[src/rtl/txstat_pkg.sv]
// Package: shared entry type and the byte encoding of the status port.
// Assumes the consumer reads bits 1..0 as zero.
package txstat_pkg;

    typedef struct packed {
        logic intr_req;
        logic jabber;
        logic underrun;
        logic max_coll;
        logic ovf;
    } txstat_entry_t;

    // Build the port byte from a stored entry (complete bit always set).
    function automatic logic [7:0] entry_to_byte(input txstat_entry_t e);
        return {1'b1, e.intr_req, e.jabber, e.underrun, e.max_coll, e.ovf, 2'b00};
    endfunction

endpackage

[src/rtl/txstat_encode.sv]
// Decides whether a finished-transmission event is stored and whether it
// is fatal. Purely combinational; assumes evt_valid is a single-cycle pulse.
module txstat_encode
    import txstat_pkg::*;
(
    input  logic          evt_valid,
    input  logic          evt_intr_req,
    input  logic          evt_jabber,
    input  logic          evt_underrun,
    input  logic          evt_max_coll,
    output logic          push,
    output txstat_entry_t entry,
    output logic          fatal
);

    logic any_err;

    // Qualify the event and pack the entry fields.
    always_comb begin
        any_err        = evt_jabber | evt_underrun | evt_max_coll;
        push           = evt_valid & (any_err | evt_intr_req);
        fatal          = evt_valid & (evt_jabber | evt_underrun);
        entry.intr_req = evt_intr_req;
        entry.jabber   = evt_jabber;
        entry.underrun = evt_underrun;
        entry.max_coll = evt_max_coll;
        entry.ovf      = 1'b0;
    end

endmodule

[src/rtl/txstat_fifo.sv]
// Oldest-first entry store of DEPTH slots. A push while full (without a
// simultaneous pop) is dropped and marks the head entry's overflow bit.
// clr empties the store and wins over push and pop. DEPTH >= 2.
module txstat_fifo
    import txstat_pkg::*;
#(
    parameter int DEPTH = 4
) (
    input  logic          clk,
    input  logic          rst_n,
    input  logic          clr,
    input  logic          push,
    input  txstat_entry_t push_entry,
    input  logic          pop,
    output logic          head_valid,
    output txstat_entry_t head_entry
);

    localparam int PTR_W = (DEPTH > 1) ? $clog2(DEPTH) : 1;
    localparam int CNT_W = $clog2(DEPTH + 1);
    localparam logic [PTR_W-1:0] LAST = PTR_W'(DEPTH - 1);

    txstat_entry_t    slots [DEPTH];
    logic [PTR_W-1:0] rd_ptr, wr_ptr;
    logic [CNT_W-1:0] count;
    logic             empty, full, do_pop, do_push, drop;

    // Derive the accept / drop decisions for this cycle.
    always_comb begin
        empty   = (count == '0);
        full    = (count == CNT_W'(DEPTH));
        do_pop  = pop & ~empty;
        do_push = push & (~full | do_pop);
        drop    = push & full & ~do_pop;
    end

    // Advance pointers and occupancy.
    always_ff @(posedge clk) begin
        if (!rst_n || clr) begin
            rd_ptr <= '0;
            wr_ptr <= '0;
            count  <= '0;
        end else begin
            if (do_push) wr_ptr <= (wr_ptr == LAST) ? '0 : wr_ptr + 1'b1;
            if (do_pop)  rd_ptr <= (rd_ptr == LAST) ? '0 : rd_ptr + 1'b1;
            count <= count + CNT_W'(do_push) - CNT_W'(do_pop);
        end
    end

    for (genvar i = 0; i < DEPTH; i++) begin : g_slot
        // Write a new entry, or mark overflow on the head slot.
        always_ff @(posedge clk) begin
            if (!rst_n || clr) begin
                slots[i] <= '0;
            end else if (do_push && wr_ptr == PTR_W'(i)) begin
                slots[i] <= push_entry;
            end else if (drop && rd_ptr == PTR_W'(i)) begin
                slots[i].ovf <= 1'b1;
            end
        end
    end

    assign head_valid = ~empty;
    assign head_entry = slots[rd_ptr];

    a_r9_clear_empties: assert property (@(posedge clk) disable iff (!rst_n)
        clr |=> (count == '0));
    a_r6_drop_stays_full: assert property (@(posedge clk) disable iff (!rst_n)
        (drop && !clr) |=> full);
    a_r5_pop_empty_noop: assert property (@(posedge clk) disable iff (!rst_n)
        (pop && empty && !push && !clr) |=> empty);
    a_r7_push_nonempty: assert property (@(posedge clk) disable iff (!rst_n)
        (do_push && !clr) |=> head_valid);

endmodule

[src/rtl/txstat_lock.sv]
// Transmitter lock: set by a fatal event, cleared only by clr (transmit
// reset), which wins in the same cycle.
module txstat_lock (
    input  logic clk,
    input  logic rst_n,
    input  logic clr,
    input  logic fatal,
    output logic locked
);

    // Hold the lock until the transmit reset.
    always_ff @(posedge clk) begin
        if (!rst_n || clr) locked <= 1'b0;
        else if (fatal)    locked <= 1'b1;
    end

    a_r8_fatal_locks: assert property (@(posedge clk) disable iff (!rst_n)
        (fatal && !clr) |=> locked);
    a_r9_reset_unlocks: assert property (@(posedge clk) disable iff (!rst_n)
        clr |=> !locked);

endmodule

[src/rtl/txstat_stack.sv]
// Top: transmit completion status stack. Qualifies events, stores them
// oldest first, presents the head byte, pops on a port write, raises the
// transmit-complete cause while non-empty, and locks on fatal errors.
module txstat_stack
    import txstat_pkg::*;
#(
    parameter int DEPTH = 4
) (
    input  logic       clk,
    input  logic       rst_n,
    input  logic       evt_valid,
    input  logic       evt_intr_req,
    input  logic       evt_jabber,
    input  logic       evt_underrun,
    input  logic       evt_max_coll,
    input  logic       stat_wr,
    input  logic       tx_reset,
    output logic [7:0] stat_rd_data,
    output logic       tx_complete_irq,
    output logic       tx_locked
);

    logic          enc_push, enc_fatal, head_valid;
    txstat_entry_t enc_entry, head_entry;

    txstat_encode u_encode (
        .evt_valid    (evt_valid),
        .evt_intr_req (evt_intr_req),
        .evt_jabber   (evt_jabber),
        .evt_underrun (evt_underrun),
        .evt_max_coll (evt_max_coll),
        .push         (enc_push),
        .entry        (enc_entry),
        .fatal        (enc_fatal)
    );

    txstat_fifo #(.DEPTH(DEPTH)) u_fifo (
        .clk        (clk),
        .rst_n      (rst_n),
        .clr        (tx_reset),
        .push       (enc_push),
        .push_entry (enc_entry),
        .pop        (stat_wr),
        .head_valid (head_valid),
        .head_entry (head_entry)
    );

    txstat_lock u_lock (
        .clk    (clk),
        .rst_n  (rst_n),
        .clr    (tx_reset),
        .fatal  (enc_fatal),
        .locked (tx_locked)
    );

    // Present the head byte, or zero when empty.
    always_comb begin
        stat_rd_data    = head_valid ? entry_to_byte(head_entry) : 8'h00;
        tx_complete_irq = head_valid;
    end

    a_r2_empty_reads_zero: assert property (@(posedge clk) disable iff (!rst_n)
        !tx_complete_irq |-> (stat_rd_data == 8'h00));
    a_r1_head_layout: assert property (@(posedge clk) disable iff (!rst_n)
        tx_complete_irq |-> (stat_rd_data[7] && stat_rd_data[1:0] == 2'b00));

endmodule

[config.mk]
export PLATFORM = sky130hd
export DESIGN_NAME = txstat_stack
export DESIGN_NICKNAME = d
export VERILOG_FILES = /design/src/rtl/txstat_pkg.sv /design/src/rtl/txstat_encode.sv /design/src/rtl/txstat_fifo.sv /design/src/rtl/txstat_lock.sv /design/src/rtl/txstat_stack.sv
export SDC_FILE = /design/constraint.sdc
export NUM_CORES = 1
export LEC_CHECK = 0
export BUFFER_PORTS_ARGS = -buffer_cell sky130_fd_sc_hd__buf_2
export CAP_MARGIN = 15
export CELL_PAD_IN_SITES_DETAIL_PLACEMENT = 1
export CELL_PAD_IN_SITES_GLOBAL_PLACEMENT = 1
export CORE_UTILIZATION = 48
export CTS_BUF_LIST = sky130_fd_sc_hd__clkbuf_8
export DETAILED_ROUTE_END_ITERATION = 12
export HOLD_SLACK_MARGIN = 0.02
export PLACE_DENSITY_LB_ADDON = 0.12
export SLEW_MARGIN = 20
export SYNTH_ARGS = -nofsm -noshare
export SYNTH_HDL_FRONTEND = slang
export SYNTH_SLANG_ARGS = --single-unit
[constraint.sdc]
create_clock -name clk -period 3.1 [get_ports clk]
set_input_delay 0.155 -clock clk [delete_from_list [all_inputs] [get_ports clk]]
set_output_delay 0.155 -clock clk [all_outputs]
set_load 0.01 [all_outputs]
==> impl_results.md <==
* Nets at 175
* Pleak at 0.7553 nW
* Post-Synthesis Cells at 138
* Layout area overhead at 13.33%
* Slew headroom at 52.43%
* Global route overflow at 0
* CTS tree: built
* Cts repair resizes at 0
* Port buffer count at 16
* Minimum clock period at 2.577 ns
* Number of global-route vias before repair at 1093
* Reg clk slew, reported paths at 0.07 ns
* Die height at 59.83 um
* Power Dens Cells at 554.4 mW/mm^2
* N_diodes at 0
* Cell area after placement at 0.001705 sq mm
* Filler Cells Inserted at 349
* Post-route ant nets at 0
* Routed len/inst at 17.04 um
* Max Slew Vio Count at 0
* Hold buffer count at CTS at 0
* Vias/cell at 5.240
* WHS at 0.2222 ns
* Starting Density at 51.73%
* Clock Path Buffers at 2
* Top post-synthesis cells by area: edfxtp_1 (37%), dfxtp_1 (12%), ha_1 (7.8%)
* Largest net degree at the start of global routing at 13
* Placement Rows at 20
* Final hold viol count at 0
* Max VDD drop at 306.5 uV
* Peak Freq at 0.3881 GHz
* Max-cap violation count at 0
* Min-Delay Path Class: in -> reg
* Unrepaired setup endpoints after global routing: no
* Synthesized cell area at 0.001605 sq mm
* Sinks on Clock Net at 30
* Crit Path Class: reg -> reg
* First-pass GRT wire length at 5526 um
* Worst-Skew Late Latency at 0.29 ns
* TNS Setup at 0 ns
* CP startpoint kind: flop
* Worst Path Required at 3.25 ns
* Setup bufs post-CTS at 0
* DR vias at 1048
* Clock root cell: clkbuf_8
* Synth warn at 0
* Initial antenna violation count at 0
* # DRC at 0
* Area leader, netlist: edfxtp_1
* Num CTS Buffers at 5
* Gpl congestion at 0.8965
* Distinct cells, synth at 28
* Yosys reg bits at 30
* Total die area at 0.003580 sq mm
* Core area at 0.003103 sq mm
* Worst-path fanout max at 6
* Syn Area/Cell at 11.63 sq um
* Crit end category: flop
* Setup Skew at 0.006740 ns
* Final Non-Filler Cells at 200
* Placed Instances at 192
* Max H-tree Level at 2
* Hpwl dp at 2615 um
* Multi-input logic area at 728.2 sq um
* Routed WL at 3408 um
* Iter 0 DRT Violations at 40
* Sequential-to-total area share from yosys stat at 49.88%
* All-Layer GR Usage at 22.71%
* Final period util at 83.12%
* Worst-Margin Slew at 0.7121 ns
* # setup viols final at 0
* Final instance area at 0.001819 sq mm
* Share of the synthesized area in the top cell type at 37.41%
* FF/Latch Area at 800.8 sq um
* Boundary Pins at 19
* Arr. time, crit path at 2.73 ns
* Fraction of layout cells with a size suffix above 1 at 20.51%
* Total iterations of the first detailed-routing run at 4
* Die width at 59.83 um
* Status: finished, final reports clean
==> sequential cells by signal, indices dropped and copies added (netlist names), named ones only <==
| signal | cells |
|---|---|
| u_fifo.count | 3 |
| u_lock.locked | 1 |
| u_fifo.wr_ptr | 2 |
| u_fifo.slots | 20 |
| u_fifo.rd_ptr | 2 |
==> cells in the mapped netlist <==
master	instances
o21ai_0	5
conb_1	1
nor4b_2	1
nand3_1	3
buf_4	3
or4b_1	1
dfxtp_1	10
inv_1	11
nor2b_1	6
edfxtp_1	20
buf_2	1
fa_1	1
nor3_4	1
clkbuf_1	3
ha_1	10
nand2b_1	1
a21o_1	4
o31ai_1	1
mux4_2	5
or3_1	2
xnor2_1	2
a21oi_1	2
nand2_1	9
nor3_1	2
nor2_1	15
mux2i_1	7
o41ai_4	1
and2_1	10
==> path summary, 6_finish.rpt <==
kind | start | endpoint | slack, ns | cells past startpoint
worst max-delay path | u_fifo.count[1] | u_fifo.count[2] | 0.52 | 9
worst min-delay path | evt_intr_req | u_fifo.slots[1][4] | 0.22 | 2
worst max register to register | u_fifo.count[1] | u_fifo.count[2] | 0.52 | 9
worst min register to register | u_lock.locked | u_lock.locked | 0.45 | 2
==> where the power goes <==
group          leakage [nW]  internal [mW]  switching, mW
clock network        0.0504          0.239          0.163
logic                 0.399         0.0604         0.0801
registers             0.306          0.448         0.0189
==> placed cells by master, fill, tap and decap left out, drive strengths merged, types with 2 or more instances in the layout <==
master,instances
a21o,4
a21oi,2
and2,10
buf,16
clkbuf,5
clkinvlp,2
conb,2
dfxtp,10
edfxtp,20
ha,10
inv,11
mux2i,7
mux4,5
nand2,9
nand3,3
nor2,15
nor2b,6
nor3,3
o21ai,5
or3,2
xnor2,2
==> area by class of cell <==
class | instances | share of cell area (%)
Clock buffer | 5 | 3.783
Clock inverter | 3 | 2.476
Inverter | 11 | 2.270
Multi-Input combinational cell | 91 | 40.03
Sequential cell | 30 | 44.02
Tap cell | 44 | 3.026
Timing Repair Buffer | 16 | 4.402
==> through the flow <==
stage          utilization, %  power, mW  setup slack (ns)
5_1_grt                 58.63      1.050            0.3676
3_5_place_dp            54.96     0.6142            0.5625
6_report                58.63      1.009            0.5232
2_1_floorplan               -     0.5711            0.9085
4_1_cts                 58.63      1.016            0.5361
3_3_place_gp            54.96     0.6045            0.7757
==> kinds of logic after synthesis <==
logic type / after synthesis / share of synthesized area [%]
adders and majority gates: 11 / 9.041
and+or+nand+nor: 51 / 17.15
muxes: 12 / 11.38
other: 1 / 0.2336
DFF: 30 / 49.88
AOI/OAI and AO/OA: 13 / 6.236
xor gates and xnor gates: 2 / 1.091
buffers and inverters: 18 / 4.988
==> per-layer routing <==
layer  share of wire, %  global-route usage (%)  vias to the layer above
met1                 47                   29.09                      516
met2                 48                   36.19                       28
met5                  0                       0                        -
met4               0.53                   7.973                        0
met3                4.1                   7.143                        2
li1                   -                       -                      502
==> critical path, cell delays in order (launching register included) <==
cell and delay [ns]:
dfxtp_1 0.38, o31ai_1 0.61, inv_1 0.10, ha_1 0.30
inv_1 0.04, ha_1 0.20, fa_1 0.39, xnor2_1 0.22
xnor2_1 0.15, nor2_1 0.05
Power figures use the tool's default switching activity.
